## config.mk

```make
export PLATFORM = sky130hd
export DESIGN_NAME = clk_gate_ctrl
export DESIGN_NICKNAME = d
export VERILOG_FILES = /design/src/rtl/cg_pkg.sv /design/src/rtl/cg_hyst_timer.sv /design/src/rtl/cg_status_pipe.sv /design/src/rtl/clk_gate_ctrl.sv
export SDC_FILE = /design/constraint.sdc
export NUM_CORES = 1
export LEC_CHECK = 0
export BUFFER_PORTS_ARGS = -buffer_cell sky130_fd_sc_hd__buf_4
export CORE_MARGIN = 2
export CORE_UTILIZATION = 40
export DETAILED_ROUTE_END_ITERATION = 10
export HOLD_SLACK_MARGIN = 0.02
export PLACE_DENSITY = 0.84
export SLEW_MARGIN = 20
export SYNTH_ARGS = -nofsm -noshare
export SYNTH_HDL_FRONTEND = slang
export SYNTH_SLANG_ARGS = --single-unit
```

## constraint.sdc

```tcl
create_clock -name clk -period 1.9 [get_ports clk]
set_input_delay 0.285 -clock clk [delete_from_list [all_inputs] [get_ports clk]]
set_output_delay 0.285 -clock clk [all_outputs]
set_load 0.01 [all_outputs]
```

## src/rtl/cg_pkg.sv

```systemverilog
package cg_pkg;
    localparam int BIT_SW_EN     = 0;
    localparam int BIT_OWNER_SW  = 1;
    localparam int BIT_HYST_ON   = 2;
    localparam int BIT_HYST_LONG = 3;
    localparam int BIT_STATUS    = 4;

    typedef struct packed {
        logic hyst_long;
        logic hyst_on;
        logic owner_sw;
        logic sw_en;
    } cg_cfg_t;
endpackage

```

## src/rtl/cg_hyst_timer.sv

```systemverilog
module cg_hyst_timer #(
    parameter int SHORT_DLY = 16,
    parameter int LONG_DLY  = 256
) (
    input  logic clk,
    input  logic rst_n,
    input  logic arm,
    input  logic use_long,
    output logic expired
);
    localparam int CNT_W = $clog2(LONG_DLY + 1);

    typedef struct packed {
        logic             run;
        logic [CNT_W-1:0] cnt;
    } tmr_t;

    tmr_t tmr_d, tmr_q;

    always_comb begin
        tmr_d = tmr_q;
        if (!arm) begin
            tmr_d.run = 1'b0;
            tmr_d.cnt = '0;
        end else if (!tmr_q.run) begin
            tmr_d.run = 1'b1;
            tmr_d.cnt = use_long ? CNT_W'(LONG_DLY - 1) : CNT_W'(SHORT_DLY - 1);
        end else if (tmr_q.cnt != '0) begin
            tmr_d.cnt = tmr_q.cnt - 1'b1;
        end
    end

    always_ff @(posedge clk or negedge rst_n) begin
        if (!rst_n) tmr_q <= '0;
        else        tmr_q <= tmr_d;
    end

    assign expired = arm && tmr_q.run && (tmr_q.cnt == '0);


    hyst_cnt_range_chk: assert property (@(posedge clk) disable iff (!rst_n)
        tmr_q.cnt < CNT_W'(LONG_DLY));


    hyst_disarm_clear_chk: assert property (@(posedge clk) disable iff (!rst_n)
        !arm |=> !tmr_q.run);
endmodule

```

## src/rtl/cg_status_pipe.sv

```systemverilog
module cg_status_pipe #(
    parameter int DEPTH = 3
) (
    input  logic clk,
    input  logic rst_n,
    input  logic d,
    output logic q
);
    logic [DEPTH-1:0] pipe_d, pipe_q;

    always_comb begin
        pipe_d = {pipe_q[DEPTH-2:0], d};
    end

    always_ff @(posedge clk or negedge rst_n) begin
        if (!rst_n) pipe_q <= '0;
        else        pipe_q <= pipe_d;
    end

    assign q = pipe_q[DEPTH-1];


    status_first_stage_chk: assert property (@(posedge clk) disable iff (!rst_n)
        d |=> pipe_q[0]);
endmodule

```

## src/rtl/clk_gate_ctrl.sv

```systemverilog
module clk_gate_ctrl #(
    parameter int NO_DISABLE = 0,
    parameter int SHORT_DLY  = 16,
    parameter int LONG_DLY   = 256,
    parameter int STATUS_LAT = 1
) (
    input  logic        clk,
    input  logic        rst_n,
    input  logic        reg_wr,
    input  logic [31:0] reg_wdata,
    output logic [31:0] reg_rdata,
    input  logic        hw_req,
    output logic        gate_en
);
    import cg_pkg::*;

    localparam int PIPE_DEPTH = 2 + STATUS_LAT;
    localparam bit KEEP_ON    = (NO_DISABLE != 0);

    typedef struct packed {
        cg_cfg_t cfg;
        logic    gate;
    } ctl_t;

    ctl_t ctl_d, ctl_q;
    logic req_c;
    logic arm_c;
    logic expired;
    logic status;

    cg_hyst_timer #(
        .SHORT_DLY(SHORT_DLY),
        .LONG_DLY (LONG_DLY)
    ) hyst_i (
        .clk     (clk),
        .rst_n   (rst_n),
        .arm     (arm_c),
        .use_long(ctl_q.cfg.hyst_long),
        .expired (expired)
    );

    cg_status_pipe #(
        .DEPTH(PIPE_DEPTH)
    ) stat_i (
        .clk  (clk),
        .rst_n(rst_n),
        .d    (ctl_q.gate),
        .q    (status)
    );

    always_comb begin
        req_c = ctl_q.cfg.owner_sw ? (ctl_q.cfg.sw_en | KEEP_ON) : hw_req;
        arm_c = ctl_q.gate && !req_c && ctl_q.cfg.hyst_on;
    end

    always_comb begin
        ctl_d = ctl_q;
        if (reg_wr) begin
            ctl_d.cfg.sw_en     = reg_wdata[BIT_SW_EN];
            ctl_d.cfg.owner_sw  = reg_wdata[BIT_OWNER_SW];
            ctl_d.cfg.hyst_on   = reg_wdata[BIT_HYST_ON];
            ctl_d.cfg.hyst_long = reg_wdata[BIT_HYST_LONG];
        end
        if (req_c)                  ctl_d.gate = 1'b1;
        else if (!ctl_q.cfg.hyst_on) ctl_d.gate = 1'b0;
        else                        ctl_d.gate = ctl_q.gate && !expired;
    end

    always_ff @(posedge clk or negedge rst_n) begin
        if (!rst_n) ctl_q <= '0;
        else        ctl_q <= ctl_d;
    end

    always_comb begin
        reg_rdata                = '0;
        reg_rdata[BIT_SW_EN]     = ctl_q.cfg.sw_en;
        reg_rdata[BIT_OWNER_SW]  = ctl_q.cfg.owner_sw;
        reg_rdata[BIT_HYST_ON]   = ctl_q.cfg.hyst_on;
        reg_rdata[BIT_HYST_LONG] = ctl_q.cfg.hyst_long;
        reg_rdata[BIT_STATUS]    = status;
    end

    assign gate_en = ctl_q.gate;


    turn_on_now_chk: assert property (@(posedge clk) disable iff (!rst_n)
        (!ctl_q.cfg.owner_sw && hw_req) |=> gate_en);


    sw_on_chk: assert property (@(posedge clk) disable iff (!rst_n)
        (ctl_q.cfg.owner_sw && ctl_q.cfg.sw_en) |=> gate_en);


    no_hyst_fall_chk: assert property (@(posedge clk) disable iff (!rst_n)
        (!ctl_q.cfg.hyst_on && !ctl_q.cfg.owner_sw && !hw_req) |=> !gate_en);


    no_disable_chk: assert property (@(posedge clk) disable iff (!rst_n)
        (KEEP_ON && ctl_q.cfg.owner_sw) |=> gate_en);


    cancel_hold_chk: assert property (@(posedge clk) disable iff (!rst_n)
        (gate_en && !ctl_q.cfg.owner_sw && hw_req) |=> gate_en);
endmodule

```

; Word level (Yosys, flattened, before mapping)
; Index checks and enable logic that the tools add are counted.
[classes]
add_sub_neg = 1
n_eq_ne = 1
muxes = 7
reduce_logical = 9
[op_table]
columns = operator, n
row1 = $mux W9, 2
row2 = $mux W10, 1
row3 = $logic_not A9 Y1, 1
row4 = $reduce_bool A9 Y1, 1
row5 = $sub A9 B1 Y9 const B, 1
row6 = $mux W8, 1
row7 = $logic_and A1 B1 Y1, 5
row8 = $mux W1, 3
row9 = $ne A3 B3 Y1 const B, 1
row10 = $logic_not A1 Y1, 2
[word_totals]
register_bits = 18
in_bits = 36
output_inout_bits = 33
elab_cells = 26

; Depth between registers and ports, before layout
[depth]
word_depth = 10
mapped_depth = 6
mapped_depth_nobuf = 6

; Cells and area by module
; From an unflattened synthesis, not the netlist that was laid out.
[hier_totals]
cells_unflattened = 97
hier_area_um2 = 1016.0
[modules_own_cells]
columns = module, n_inst, cells_per_inst, area_per_inst_um2, seq_area_each_um2
row1 = cg_hyst_timer, 1, 52, 531.8, 250.2
row2 = clk_gate_ctrl, 1, 42, 409.1, 125.1
row3 = cg_status_pipe, 1, 3, 75.1, 75.1

; Least setup slack after synthesis
; No wires, ideal clock.
[synth_path]
kind = flip-flop to flip-flop
from = register hyst_i.tmr_q[0] (netlist bit)
to = register hyst_i.tmr_q[1] (netlist bit)
setup_ps = 143
arrival_time_ps = 1247
required_time_ps = 1757
slack_ps = 510
path_stages_with_launch = 7
n_path_buf = 0
synth_period_minus_slack_ps = 1390
path_cell_list = dfrtp_1 -> inv_1 -> ha_1 -> nor4b_4 -> nand4b_4 -> o21ai_1 -> a31oi_1
[synth_between]
elab_chain_len = 4
elab_cells_between_ends = 6
classes_between = add/sub (1) / eq/ne (1) / mux (3) / reduce/logical (1)
[synth_rtl]
columns = element, line
row1 = from (decl), cg_hyst_timer.sv:18  ; tmr_t tmr_d, tmr_q;
row2 = from (signal assigned), cg_hyst_timer.sv:35  ; else tmr_q <= tmr_d;
row3 = $sub A9 B1 Y9, cg_hyst_timer.sv:29  ; tmr_d.cnt = tmr_q.cnt - 1'b1;
row4 = $mux W9, cg_hyst_timer.sv:28  ; end else if (tmr_q.cnt != '0) begin
row5 = $mux W9, cg_hyst_timer.sv:25  ; end else if (!tmr_q.run) begin
row6 = $mux W10, cg_hyst_timer.sv:22  ; if (!arm) begin
; Several ways; a longest one is shown, not always the timed one. The select of a mux whose other input is x is not followed.
; A chain may end at the register's enable or synchronous reset.

; Worst setup path in the final report
[layout_path]
from = register hyst_i.tmr_q[0] (netlist bit)
to = register hyst_i.tmr_q[0] (netlist bit)
; Same word-level chain as after synthesis.

==> results.md <==
- Static leakage: between 0.5 and 0.6 nW
- Global-route wire length before repair: 2370 microns
- CTS tree: built
- Max frequency: about 640 MHz
- Outcome: finished clean
- Number of enable flip-flop cells after synthesis: 0
- Vias in the first global route: roughly 550
- Count of standard-cell rows: 18
- Crit start category: flip-flop
- Pin count of the biggest net entering global routing: 19
- Number of storage elements in the synthesis netlist: 18
- Top-level I/O count: 69
- Total met2 wirelength after detailed routing: roughly 720 microns
- Setup_tns: 0 ns
- Synth top area share: about 45%
- Synth unique cells: 25
- Inserted Diodes: 0
- Cell class contributing the biggest share of worst-path delay: simple AND/OR/NAND/NOR gates
- Capturing element type of the critical path: flip-flop
- Total routing usage reported by global routing: 11.5%
- Gates resized, CTS repair: 0
- Ratio of cells with drive above 1 in the final layout: around a quarter
- Power per unit of standard cell area: 882 nW/um^2
- Die area: between 2000 and 3000 sq um
- Count of filler cells inserted in the layout: ~230
- Via count: around 600
- Total congestion overflow: 0
- Critical path buffer and inverter count: 1
- Sequence of cells on the critical path: inv_1 -> ha_1 -> nor4b_4 -> nand4b_4 -> o21ai_1 -> a31oi_1
- Half-perimeter wire length after placement: 1090 microns
- Synth cell count leaders: buf_4, dfrtp_1, a21oi_1
- Slowest cell on crit path: dfrtp_1
- Root buf cell: clkbuf_4
- Remaining antenna violation count after routing: 0
- Launch instance of the worst register-to-register path: hyst_i.tmr_q[0]
- Final cycle utilization of the critical path: between 80% and 90%
- DR WL/cell: 10.8 microns
- Cells taking the most area after synthesis: dfrtp_1, buf_4, mux2_2
- Worst hold margin: ~0.22 ns
- Post-route minimum period: 1.57 ns
- Sequential cell area: ~450 sq um
- Worst supply voltage drop on vdd: ~540 uV
- Routed wire length: 1430 microns
- Worst setup path class: flip-flop to flip-flop
- Power consumption: approximately 900 uW
- Slowest cell delay on critical path: around 0.42 ns
- Most used DFF post-synth: dfrtp_1
- Hold path start: reg_wdata[3]
- Number of DRC markers in iteration 0: 5
- Maximum buffer depth of the clock tree: 2
- Final count of hold timing violations: 0
- Number of instances in the synthesized netlist: 90
- Growth of design area from synthesis to finish: 3.88%
- Pins Over Slew Limit: 0
- Post-synthesis cell type with the largest combined area: dfrtp_1
- Insertion delay of the later-clocked pin in the worst-skew pair: a little under 0.3 ns
- Number of DRC violations after detailed routing: 0
- Critical path origin: hyst_i.tmr_q[0]
- Count of buffers added by post-CTS timing repair for setup: 0
- Buffers added on ports: 13
- CTS buffer count: 3
- Maximum fanout along the worst path: 7
- Met3 wire length: ~110 microns
- Number of sinks driven by the clock tree: 18
- Height of the die: roughly 54 microns
- Sequential cell area fraction in the yosys report: 45.0%
- Avg Synthesized Cell Area: approximately 11 sq um
- Final setup fails: 0
- Reg-to-reg slack, setup: roughly 0.33 ns
- Final layout net count: ~140
- First-pass DRT Iterations: 4
- Detailed-route vias per instance: 4.42
- Data arrival time of the worst path: roughly 1.7 ns
- H-Tree Level Count: 1
- Initial Utilization: about two fifths
- Horizontal extent of the die: approximately 54 microns
- Share of synthesized flip-flops with an asynchronous set or reset: 100%
- Cell with the most instances after synthesis: buf_4
- Count of warnings emitted by yosys: 0
- Unrepaired setup endpoints after global routing: no
- Worst min-delay path category: input port to flip-flop
- Synthesized area: about 1000 sq um
- CP Data Required Time: about 2 ns
- Clk slew on worst S/H paths: approximately 0.10 ns
- Area taken by multi-input logic gates: 414 sq um
- Worst setup skew after layout: between 0.005 and 0.006 ns
- Number of antenna violations at the first check in global routing: 0
- Area inside the core boundary: between 2000 and 2500 sq um
- Number of violations of the max-capacitance limit: 0
- Final core occ: a little over two fifths
- Uppermost layer routed: met3
- Total routed wire length on the met1 layer: 596 microns
- Last weighted congestion value of the routability-driven placer: ~0.7
==> state kept, by name, summed over array words and instances, names as in the netlist <==
name and flops:
gate_en 1, stat_i.pipe_q 3, hyst_i.tmr_q 10, reg_rdata 4
==> where the power goes <==
| group | total (mW) | switching [mW] | internal, mW |
|---|---|---|---|
| Sequential | 0.479 | 0.0508 | 0.428 |
| Combinational | 0.255 | 0.134 | 0.120 |
| Clock | 0.184 | 0.110 | 0.0736 |
==> timing repair <==
item / 4_1_cts / 5_1_grt
setup endpoints to repair: 0 / 0
hold buffers: 1 / 0
hold endpoints to repair: 18 / 0
==> final cells by class <==
| cell class | instances | share of cell area, % |
|---|---|---|
| inverter | 2 | 0.722 |
| timing repair buffer | 14 | 10.3 |
| tap | 30 | 3.61 |
| multi-input combinational | 65 | 39.8 |
| clock buffer | 3 | 2.17 |
| sequential | 18 | 43.3 |
==> cells in the final DEF (no fill, tap or decap), drive strengths merged, types with 2 or more instances in the layout <==
master / count
mux2: 4
nand3b: 2
inv: 2
a31oi: 2
conb: 27
buf: 13
xor2: 3
o21ai: 2
nand3: 2
a21oi: 7
dfrtp: 18
nand2: 3
clkbuf: 3
xnor2: 3
nor3: 2
==> stage by stage <==
step / instance area, sq um / std cells / setup WS, ns
global route: 1040 / 132 / 0.164
global placement: 1010 / 128 / 0.413
CTS: 1040 / 132 / 0.321
floorplan: 1100 / 116 / 0.510
detailed placement: 1010 / 128 / 0.339
finish: 1040 / 132 / 0.333
==> per-layer routing <==
metal	GRT usage, %	vias up
li1	-	267
met1	13.4	281
met2	20.5	36
met3	1.94	0
met4	5.00	0
met5	0	-
==> cell families (layout without fill, tap and decap cells) <==
logic type               Yosys count  after routing  synth area share (%)
adder cells (fa/ha/maj)            1              1                  1.25
buffers and inverters             33             19                  23.4
multiplexers                       5              5                  5.50
XOR/XNOR                           6              6                  5.25
flip-flops                        18             18                  45.0
AO/OA/AOI/OAI                     12             12                  7.00
other                              1             27                 0.375
AND/OR/NAND/NOR                   14             14                  12.2
==> path summary, 6_finish.rpt <==
check                      depth (start not counted)          endpoint
max in group asynchronous                          2   hyst_i.tmr_q[2]
setup / recovery                                   6   hyst_i.tmr_q[0]
hold / removal                                     2      reg_rdata[3]
setup reg to reg                                   6   hyst_i.tmr_q[0]
min in group asynchronous                          2      reg_rdata[2]
hold reg to reg                                    0  stat_i.pipe_q[1]
==> worst reg2reg max path: stages (launching register included) <==
cell and delay, ns:
dfrtp_1 0.42, inv_1 0.07, ha_1 0.24, nor4b_4 0.31
nand4b_4 0.19, o21ai_1 0.16, a31oi_1 0.05
(Power assumes the default switching activity.)
